$ cat config.mk
export PLATFORM = sky130hd
export DESIGN_NAME = lec_cell
export DESIGN_NICKNAME = d
export VERILOG_FILES = /design/src/rtl/lec_pkg.sv /design/src/rtl/lec_cfg_ctrl.sv /design/src/rtl/lec_logic.sv /design/src/rtl/lec_ff.sv /design/src/rtl/lec_cell.sv
export SDC_FILE = /design/constraint.sdc
export NUM_CORES = 1
export LEC_CHECK = 0
export BUFFER_PORTS_ARGS = -buffer_cell sky130_fd_sc_hd__buf_4
export CAP_MARGIN = 20
export CORE_MARGIN = 2
export CORE_UTILIZATION = 45
export DETAILED_ROUTE_END_ITERATION = 8
export GPL_ROUTABILITY_DRIVEN = 1
export PLACE_DENSITY_LB_ADDON = 0.15
export SLEW_MARGIN = 5
export SYNTH_ARGS = -nofsm -noshare
export SYNTH_HDL_FRONTEND = slang
export SYNTH_SLANG_ARGS = --single-unit
$ cat constraint.sdc
create_clock -name clk -period 6.55 [get_ports clk]
set_input_delay 1.965 -clock clk [delete_from_list [all_inputs] [get_ports clk]]
set_output_delay 1.965 -clock clk [all_outputs]
set_load 0.05 [all_outputs]
$ cat src/rtl/lec_pkg.sv
`timescale 1ns/1ps
package lec_pkg;
    localparam int K       = 4;
    localparam int TT_W    = 1 << K;
    localparam int HALF_W  = TT_W / 2;
    localparam int AIDX_W  = K - 1;
    localparam int N_ROUTE = 2;

    typedef struct packed {
        logic            sel_b;
        logic            sel_a;
        logic            casc_or;
        logic            casc_en;
        logic            acc_fb;
        logic            arith;
        logic [TT_W-1:0] tt;
    } cfg_t;

    localparam int CFG_W = $bits(cfg_t);

    typedef enum logic {
        CFG_BLANK = 1'b0,
        CFG_LIVE  = 1'b1
    } cfg_state_e;
endpackage

$ cat src/rtl/lec_cfg_ctrl.sv
`timescale 1ns/1ps
module lec_cfg_ctrl
    import lec_pkg::*;
(
    input  logic             clk,
    input  logic             rst_n,
    input  logic             cfg_load,
    input  logic [CFG_W-1:0] cfg_word,
    output cfg_t             cfg_q,
    output logic             live,
    output logic             ff_hold
);
    cfg_state_e state_q, state_d;

    // state register and configuration store
    always_ff @(posedge clk or negedge rst_n) begin
        if (!rst_n) begin
            state_q <= CFG_BLANK;
            cfg_q   <= '0;
        end else begin
            state_q <= state_d;
            if (cfg_load) begin
                cfg_q <= cfg_t'(cfg_word);
            end
        end
    end

    // next state
    always_comb begin
        state_d = state_q;
        unique case (state_q)
            CFG_BLANK: if (cfg_load) state_d = CFG_LIVE;
            CFG_LIVE:  state_d = CFG_LIVE;
            default:   state_d = CFG_BLANK;
        endcase
    end

    // outputs
    always_comb begin
        live    = 1'b0;
        ff_hold = 1'b1;
        unique case (state_q)
            CFG_BLANK: begin
                live    = 1'b0;
                ff_hold = 1'b1;
            end
            CFG_LIVE: begin
                live    = 1'b1;
                ff_hold = cfg_load;
            end
            default: begin
                live    = 1'b0;
                ff_hold = 1'b1;
            end
        endcase
    end
endmodule

$ cat src/rtl/lec_logic.sv
`timescale 1ns/1ps
module lec_logic
    import lec_pkg::*;
(
    input  cfg_t         cfg,
    input  logic [K-1:0] d_in,
    input  logic         carry_in,
    input  logic         casc_in,
    input  logic         reg_q,
    output logic         comb,
    output logic         cout
);
    logic [HALF_W-1:0] sum_tab;
    logic [HALF_W-1:0] cry_tab;
    logic [AIDX_W-1:0] aidx;
    logic              op_b;
    logic              tab_v;

    assign sum_tab = cfg.tt[HALF_W-1:0];
    assign cry_tab = cfg.tt[TT_W-1:HALF_W];

    always_comb begin
        op_b = cfg.acc_fb ? reg_q : d_in[1];
        aidx = {carry_in, op_b, d_in[0]};
        if (cfg.arith) begin
            tab_v = sum_tab[aidx];
            cout  = cry_tab[aidx];
        end else begin
            tab_v = cfg.tt[d_in];
            cout  = 1'b0;
        end
    end

    always_comb begin
        if (!cfg.casc_en) begin
            comb = tab_v;
        end else if (cfg.casc_or) begin
            comb = tab_v | casc_in;
        end else begin
            comb = tab_v & casc_in;
        end
    end
endmodule

$ cat src/rtl/lec_ff.sv
`timescale 1ns/1ps
module lec_ff (
    input  logic clk,
    input  logic rst_n,
    input  logic hold,
    input  logic ce,
    input  logic sclr,
    input  logic d,
    output logic q
);
    always_ff @(posedge clk or negedge rst_n) begin
        if (!rst_n) begin
            q <= 1'b0;
        end else if (!hold) begin
            if (sclr) begin
                q <= 1'b0;
            end else if (ce) begin
                q <= d;
            end
        end
    end
endmodule

$ cat src/rtl/lec_cell.sv
`timescale 1ns/1ps
module lec_cell
    import lec_pkg::*;
(
    input  logic             clk,
    input  logic             rst_n,
    input  logic             cfg_load,
    input  logic [CFG_W-1:0] cfg_word,
    input  logic [K-1:0]     d_in,
    input  logic             carry_in,
    input  logic             casc_in,
    input  logic             ce,
    input  logic             sclr,
    output logic             route_a,
    output logic             route_b,
    output logic             carry_out,
    output logic             casc_out
);
    cfg_t               cfg_q;
    logic               live;
    logic               ff_hold;
    logic               ff_q;
    logic               comb;
    logic               lut_cout;
    logic               cfg_arith;
    logic [N_ROUTE-1:0] route_sel;
    logic [N_ROUTE-1:0] route_v;

    lec_cfg_ctrl u_ctrl (
        .clk      (clk),
        .rst_n    (rst_n),
        .cfg_load (cfg_load),
        .cfg_word (cfg_word),
        .cfg_q    (cfg_q),
        .live     (live),
        .ff_hold  (ff_hold)
    );

    lec_logic u_logic (
        .cfg      (cfg_q),
        .d_in     (d_in),
        .carry_in (carry_in),
        .casc_in  (casc_in),
        .reg_q    (ff_q),
        .comb     (comb),
        .cout     (lut_cout)
    );

    lec_ff u_ff (
        .clk   (clk),
        .rst_n (rst_n),
        .hold  (ff_hold),
        .ce    (ce),
        .sclr  (sclr),
        .d     (comb),
        .q     (ff_q)
    );

    assign cfg_arith = cfg_q.arith;
    assign route_sel = {cfg_q.sel_b, cfg_q.sel_a};

    for (genvar g = 0; g < N_ROUTE; g++) begin : g_route
        assign route_v[g] = live & (route_sel[g] ? ff_q : comb);
    end

    assign route_a   = route_v[0];
    assign route_b   = route_v[1];
    assign carry_out = live & lut_cout;
    assign casc_out  = live & comb;
endmodule

Word-level counts from Yosys, hierarchy flattened:

Cells that the tools add are included.

* bits of input ports: 33
* register bits after elaboration: 24
* word-level logic and storage cells: 40

* bitwise logic cells: 8
* mux-type cells: 19
* order comparisons: 2
* reduce and logical (&&, ||, !) cells: 2

Operator list (count)
* 1-bit two-way mux: 13
* 1-bit binary-select mux with 3-bit select: 2
* 1-bit one-hot mux with 2 select lines: 3
* 1-bit AND: 5
* 4-bit by 5-bit < comparator with 1-bit output (second input constant): 1
* 1-bit binary-select mux with 4-bit select: 1
* 3-bit by 4-bit < comparator with 1-bit output (second input constant): 1
* 1-bit inverter: 2
* 2-bit AND reduction: 1
* 2-bit nonzero test: 1
* 1-bit bitwise OR: 1

Logic depth before layout (Yosys ltp):

Gate-level depths: netlist (run 1).

* depth after elaboration: 9
* mapped depth: 6
* gate-level depth less buffers: 5

Modules after synthesis:

A second synthesis (run 1) with hierarchy kept.

* cells, all modules: 98
* area, all modules: 1403.8 sq um

Modules (own cells, without submodules)
* lec_cfg_ctrl: cells an instance 50, area an instance 954.7 sq um, instances 1
* lec_logic: cells an instance 37, area an instance 354.1 sq um, instances 1
* lec_ff: cells an instance 5, area an instance 50.0 sq um, instances 1
* lec_cell: cells an instance 6, area an instance 45.0 sq um, instances 1

Least setup slack after synthesis (run 1):

No wires, ideal clock.

* kind: input port to output port
* from: in d_in[1]
* to: out route_a
* data arrival time: 4.568 ns
* setup slack: 0.017 ns
* stages: 5
* cell sequence: mux2i_2 -> mux4_2 -> nor2_4 -> a211oi_2 -> o41ai_1

* word-level cells in the longest chain between the ends: 9
* elaborated cells on any way between the ends: 12
* those cells by class: mux: 9; bitwise: 3

RTL lines
* start: declaration: RTL line lec_cell.sv:9 `input logic [K-1:0] d_in,`
* 1-bit two-way mux: RTL line lec_logic.sv:23 `op_b = cfg.acc_fb ? reg_q : d_in[1];`
* 1-bit binary-select mux with 3-bit select: RTL line lec_logic.sv:26 `tab_v = sum_tab[aidx];`
* 1-bit two-way mux (implied by the code): RTL line lec_logic.sv:26
* 1-bit two-way mux (*): RTL line lec_logic.sv:25 `if (cfg.arith) begin`
* 1-bit AND / 1-bit bitwise OR (equally long branches): RTL line lec_logic.sv:40, lec_logic.sv:38
* 1-bit two-way mux: RTL line lec_logic.sv:37 `end else if (cfg.casc_or) begin`
* 1-bit two-way mux (*): RTL line lec_logic.sv:35 `if (!cfg.casc_en) begin`
* 1-bit two-way mux (*): RTL line lec_cell.sv:63 `assign route_v[g] = live & (route_sel[g] ? ff_q : comb);`
* 1-bit AND (*): RTL line lec_cell.sv:63
* end: declaration: RTL line lec_cell.sv:14 `output logic route_a,`

Every way passes the cells marked *; elsewhere a longest branch is shown, timed or not. The select of a mux whose other input is x is not followed.

Worst setup path after layout (run 1):

Ends and elaborated chain as after synthesis.

==> results.ini, run 1 <==
[run_status]
outcome = completed

[critical_path]
crit_required_ns = 4.59
rrSetupSlack_ns = 4.74
reg2reg_to = u_ff.q
critPathMaxFanout = 5
worst-path-buf-inv = 2
cp_cell_sequence = buf_4 -> mux2i_2 -> mux4_2 -> nor2_4 -> a211oi_2 -> o41ai_1 -> buf_4
worstSetupPathType = input pin to output port
r2r_start = u_ff.q
path_delay_family = multiplexers
cp_slowest_cell = mux4_2
slowest_delay_ns = 0.57
cp.arrival_ns = 3.68
critPathLaunchType = input pin
reg2reg_depth = 5
crit_path_frequent_cell = buf_4
crit_start = d_in[1]
worstSetupEndpointType = output port

[synthesis]
synth_top_area_cell = dfrtp_1
yosysWarnings = 0
synth_nets = 130
syn_inst = 97
seq_area_frac_synth = 0.4550
synth-seq-cells = 24
syn_avg_cell_area_um2 = 13.61
yosys-top-cells-area = dfrtp_1 45%, mux2_2 18%, mux4_1 8.0%
synthesis.area_um2 = 1320
synth_cell_types = 29
synth_top_area_frac = 0.4550

[power]
power.density_nw_per_um2 = 230.1
ir_drop_uv = 180.5
p_total_w = 0.0003815
p_leak_nw = 0.7394

[grt]
grt_pass1_wl_mm = 4.491
grt_pass1_vias = 1001
overflow = 0
grt_max_degree = 27
grt_antenna_before_repair = 0
grtUsageTotal = 0.1744

[clock_tree]
clk-insertion-delay-late_ns = 0.33
cts.reportedPaths.clkPinSlew_ns = 0.13
postCtsSetupBuffers = 0
clock-sinks = 24
cts_resized = 0
cts_root_buf = clkbuf_4
cts_tree = built
cts_buffers = 3
htreeDepth = 1
cts.path.max_buffers = 2
postCtsHoldBufs = 0

[timing]
worst-slew-pin-transition_ns = 0.3240
period_share = 0.8622
finalHoldViolations = 0
timing.hold.ws_ns = 0.5473
drv_slew = 0
setup_viol = 0
min_period_ns = 5.648
fin_setup_tns_ns = 0
clock_skew_ns = 0.007438
rsz0062_at_grt = no
fin_ws_ns = 0.9024
clock.fmax_ghz = 0.1771
relSlewSlack = 0.7836

[finish]
fillerInstances = 230
seq_area_um2 = 600.6
drive_gt1_frac = 0.5455
antenna-diode-count = 0
area_delta_synth_final_pct = 25.59
multi_input_area_um2 = 684.4
final_nets = 166

[place]
portBuffers = 36
preCtsSetupSlack_ns = 0.8949
dp_hpwl_mm = 2.067
gp_congestion = 0.8186

[routing]
detail-route-antenna-nets = 0
wl_per_cell_um = 16.26
drc = 0
drt-vias-per-instance = 5.779
drt_iter0_markers = 37
routed_wl_mm = 2.650
vias = 942
drt_pass1_iterations = 4

[floorplan]
fp-row-count = 19
core-area_um2 = 2781
pin_count = 37
fp.dieH_um = 58.16
die_area_um2 = 3383
start_util = 0.4746
die_w_um = 58.16

[flow_run]
drv_cap = 0

[min_path]
hp-start = u_ctrl.cfg_q[11]
hold_depth = 1
min_path_type = flop to flop
worstHoldEndpoint = u_ctrl.cfg_q[11]

where the power goes:
| group | internal [W] | leakage, nW | switching (W) | total (W) |
|---|---|---|---|---|
| combinational | 0.0000512 | 0.432 | 0.0000481 | 0.0000994 |
| clock | 0.0000620 | 0.0279 | 0.0000460 | 0.000108 |
| sequential | 0.000162 | 0.280 | 0.0000118 | 0.000174 |
through the flow:
step,std cells,util,instance area (um2)
6_report,163,0.5960,1658
2_1_floorplan,97,-,1320
4_1_cts,163,0.5960,1658
5_1_grt,163,0.5960,1658
3_3_place_gp,159,0.5771,1605
3_5_place_dp,159,0.5771,1605
synth_stat cells:
master and n:
o31ai_1 2, nor3_1 2, mux2i_1 5, or2_2 2, buf_4 1, or4b_2 1, inv_1 2, buf_1 1
inv_2 1, o211ai_1 2, o22ai_1 2, or2b_1 2, nor2b_1 1, nand3_1 2, o22ai_2 2, nor2_1 2
nand2_1 1, dfrtp_1 24, buf_2 1, o41ai_1 2, o21ai_0 3, a211oi_2 2, nor2_4 1, mux4_2 1
mux2i_2 1, mux2_2 21, mux2_1 4, mux4_1 4, clkbuf_1 2
cell families after synthesis:
group           synth area share
compound gates           0.09477
buf+inv                  0.02654
flops                     0.4550
mux                       0.3583
simple gates             0.06540
area by class of cell:
class                      instances  area share
multi-input combinational         65      0.4128
sequential                        24      0.3623
timing repair buffer              36      0.1630
tap                               31     0.02340
clock inverter                     1     0.01811
clock buffer                       3     0.01358
inverter                           3    0.006792
worst reg2reg max path: stages (launching register included):
cell and delay [ns]:
dfrtp_1 0.45, mux2i_2 0.25, mux4_2 0.57, nor2_4 0.12, a211oi_2 0.11, o31ai_1 0.24
how the worst max path moves through the flow:
stage                     endpoint  cells past startpoint
after floorplan            route_a                      5
after global placement     route_a                      7
after detailed placement   route_a                      7
after CTS                  route_a                      7
after global routing       route_a                      7
final                      route_a                      7
sequential cells by signal, indices dropped and copies added (netlist names):
signal,count
u_ctrl.cfg_q,22
u_ctrl.state_q,1
u_ff.q,1
routing by layer:
metal	track usage	vias to the layer above	share of wire
li1	-	447	-
met1	0.2122	462	0.41
met2	0.3117	28	0.52
met3	0.02902	5	0.052
met4	0.05980	0	0.017
met5	0	-	0
placed cells by master (no fill, tap or decap):
master and instances:
a211oi_2 2, buf_4 36, bufinv_16 1, clkbuf_4 3, dfrtp_1 24, inv_1 2, inv_2 1, mux2_1 4
mux2_2 21, mux2i_1 5, mux2i_2 1, mux4_1 4, mux4_2 1, nand2_1 1, nand3_1 2, nor2_1 2
nor2_4 1, nor2b_1 1, nor3_1 2, o211ai_1 2, o21ai_0 3, o22ai_1 2, o22ai_2 2, o31ai_1 2
o41ai_1 2, or2_2 2, or2b_1 2, or4b_2 1
No activity file was read; power rests on OpenSTA's default activity.
==> run 2, diff against run 1 <==
Clock period 6.55 ns to 4.7 ns, I/O delays scaled along.
==> results.ini, run 2 (synthesis results as in run 1) <==
[clock_tree]
cts.reportedPaths.clkPinSlew_ns = 0.14
postCtsSetupBuffers = 0
cts_tree = built
cts_buffers = 3
cts.path.max_buffers = 2
htreeDepth = 1
cts_root_buf = clkbuf_4
postCtsHoldBufs = 0
cts_resized = 0
clk-insertion-delay-late_ns = 0.32
clock-sinks = 24

[power]
p_leak_nw = 0.7520
power.density_nw_per_um2 = 319.3
ir_drop_uv = 250.7

[routing]
drc = 0
detail-route-antenna-nets = 0
drt_pass1_iterations = 4
drt_iter0_markers = 20
drt-vias-per-instance = 5.632
routed_wl_mm = 2.601
vias = 918
wl_per_cell_um = 15.96

[critical_path]
worstSetupPathType = input pin to output port
cp.arrival_ns = 3.12
reg2reg_to = u_ff.q
reg2reg_depth = 5
critPathLaunchType = input pin
worstSetupEndpointType = output port
rrSetupSlack_ns = 2.83
r2r_start = u_ff.q
critPathMaxFanout = 5
crit_required_ns = 3.29

[grt]
grtUsageTotal = 0.1770
grt_pass1_wl_mm = 4.574
grt_pass1_vias = 1025
grtUsageMet1 = 0.2243
overflow = 0
grtUsageMet3 = 0.02009
grt.busiest_layer = met2
grt_antenna_before_repair = 0
met2_usage = 0.3084
grt_max_degree = 27

[timing]
rsz0062_at_grt = no
finalHoldViolations = 0
min_period_ns = 4.532
period_share = 0.9644
setup_viol = 0
clock.fmax_ghz = 0.2206
drv_slew = 0
fin_setup_tns_ns = 0
relSlewSlack = 0.7248
worst-slew-pin-transition_ns = 0.4120
clock_skew_ns = 0.007645
timing.hold.ws_ns = 0.5417

[floorplan]
fp-row-count = 19
start_util = 0.4746
die_area_um2 = 3383
die_w_um = 58.16
fp.dieH_um = 58.16
core-area_um2 = 2781
pin_count = 37

[place]
dp_hpwl_mm = 1.998
gp_congestion = 0.7432
portBuffers = 36
place_area_um2 = 1625

[finish]
design_area_um2 = 1678
final_nets = 166
top_register = u_ctrl.cfg_q
largest_reg_flops = 22
antenna-diode-count = 0
area_delta_synth_final_pct = 27.11
final_cell_mix = 36 x buf_4, 24 x dfrtp_1, 21 x mux2_2, 5 x mux2i_1
seq_area_um2 = 600.6
multi_input_area_um2 = 704.4
final_common_cell = buf_4
fillerInstances = 243
drive_gt1_frac = 0.5682
reg.largest.list = u_ctrl.cfg_q x22, u_ctrl.state_q x1, u_ff.q x1

[run_status]
outcome = completed

[min_path]
worstHoldEndpoint = u_ctrl.state_q
min_path_type = flop to flop
hp-start = u_ctrl.state_q
hold_depth = 1

[flow_run]
drv_cap = 0

[run 2: cell counts in the layout (fill, tap and decap cells not counted)]
No cell type changed its count.
[run 2: per-stage QoR]
step           cells  setup slack [ns]   power, W  utilization
2_1_floorplan     97          -0.07170  0.0003409            -
3_3_place_gp     159            0.1925  0.0003867       0.5843
4_1_cts          163            0.1445  0.0005419       0.6032
3_5_place_dp     159            0.1463  0.0003907       0.5843
6_report         163            0.1675  0.0005357       0.6032
5_1_grt          163           0.07744  0.0005625       0.6032
[run 2: critical path, stage by stage]
cell      delay [ns]
buf_4           0.13
mux2i_2         0.25
mux4_2          0.59
nor2_4          0.13
a211oi_2        0.08
o41ai_2         0.29
buf_4           0.25
[run 2: worst max path at each step]
stage / startpoint / to / slack (ns) / depth (start not counted)
2_1_floorplan: d_in[1] / route_a / -0.07 / 5
3_3_place_gp: d_in[1] / route_b / 0.19 / 7
3_5_place_dp: d_in[1] / route_b / 0.15 / 7
4_1_cts: d_in[1] / route_b / 0.14 / 7
5_1_grt: d_in[1] / route_b / 0.08 / 7
6_report: d_in[1] / route_b / 0.17 / 7
[run 2: layer usage]
metal | wire length, um | vias to the layer above
met1 | 1092 | 454
met2 | 1360 | 21
met5 | 0 | -
met3 | 106 | 4
li1 | - | 439
met4 | 41 | 0
[run 2: layout make-up]
cell class | count | area share
inverter | 3 | 0.006711
sequential | 24 | 0.3579
multi-input combinational | 65 | 0.4198
timing repair buffer | 36 | 0.1611
clock buffer | 3 | 0.01342
clock inverter | 1 | 0.01790
tap | 31 | 0.02312
[run 2: where the power goes]
group	leakage [nW]	switching [W]	internal [W]	total (W)
logic	0.444	0.0000693	0.0000732	0.000142
clock network	0.0279	0.0000644	0.0000863	0.000151
registers	0.280	0.0000162	0.000226	0.000243
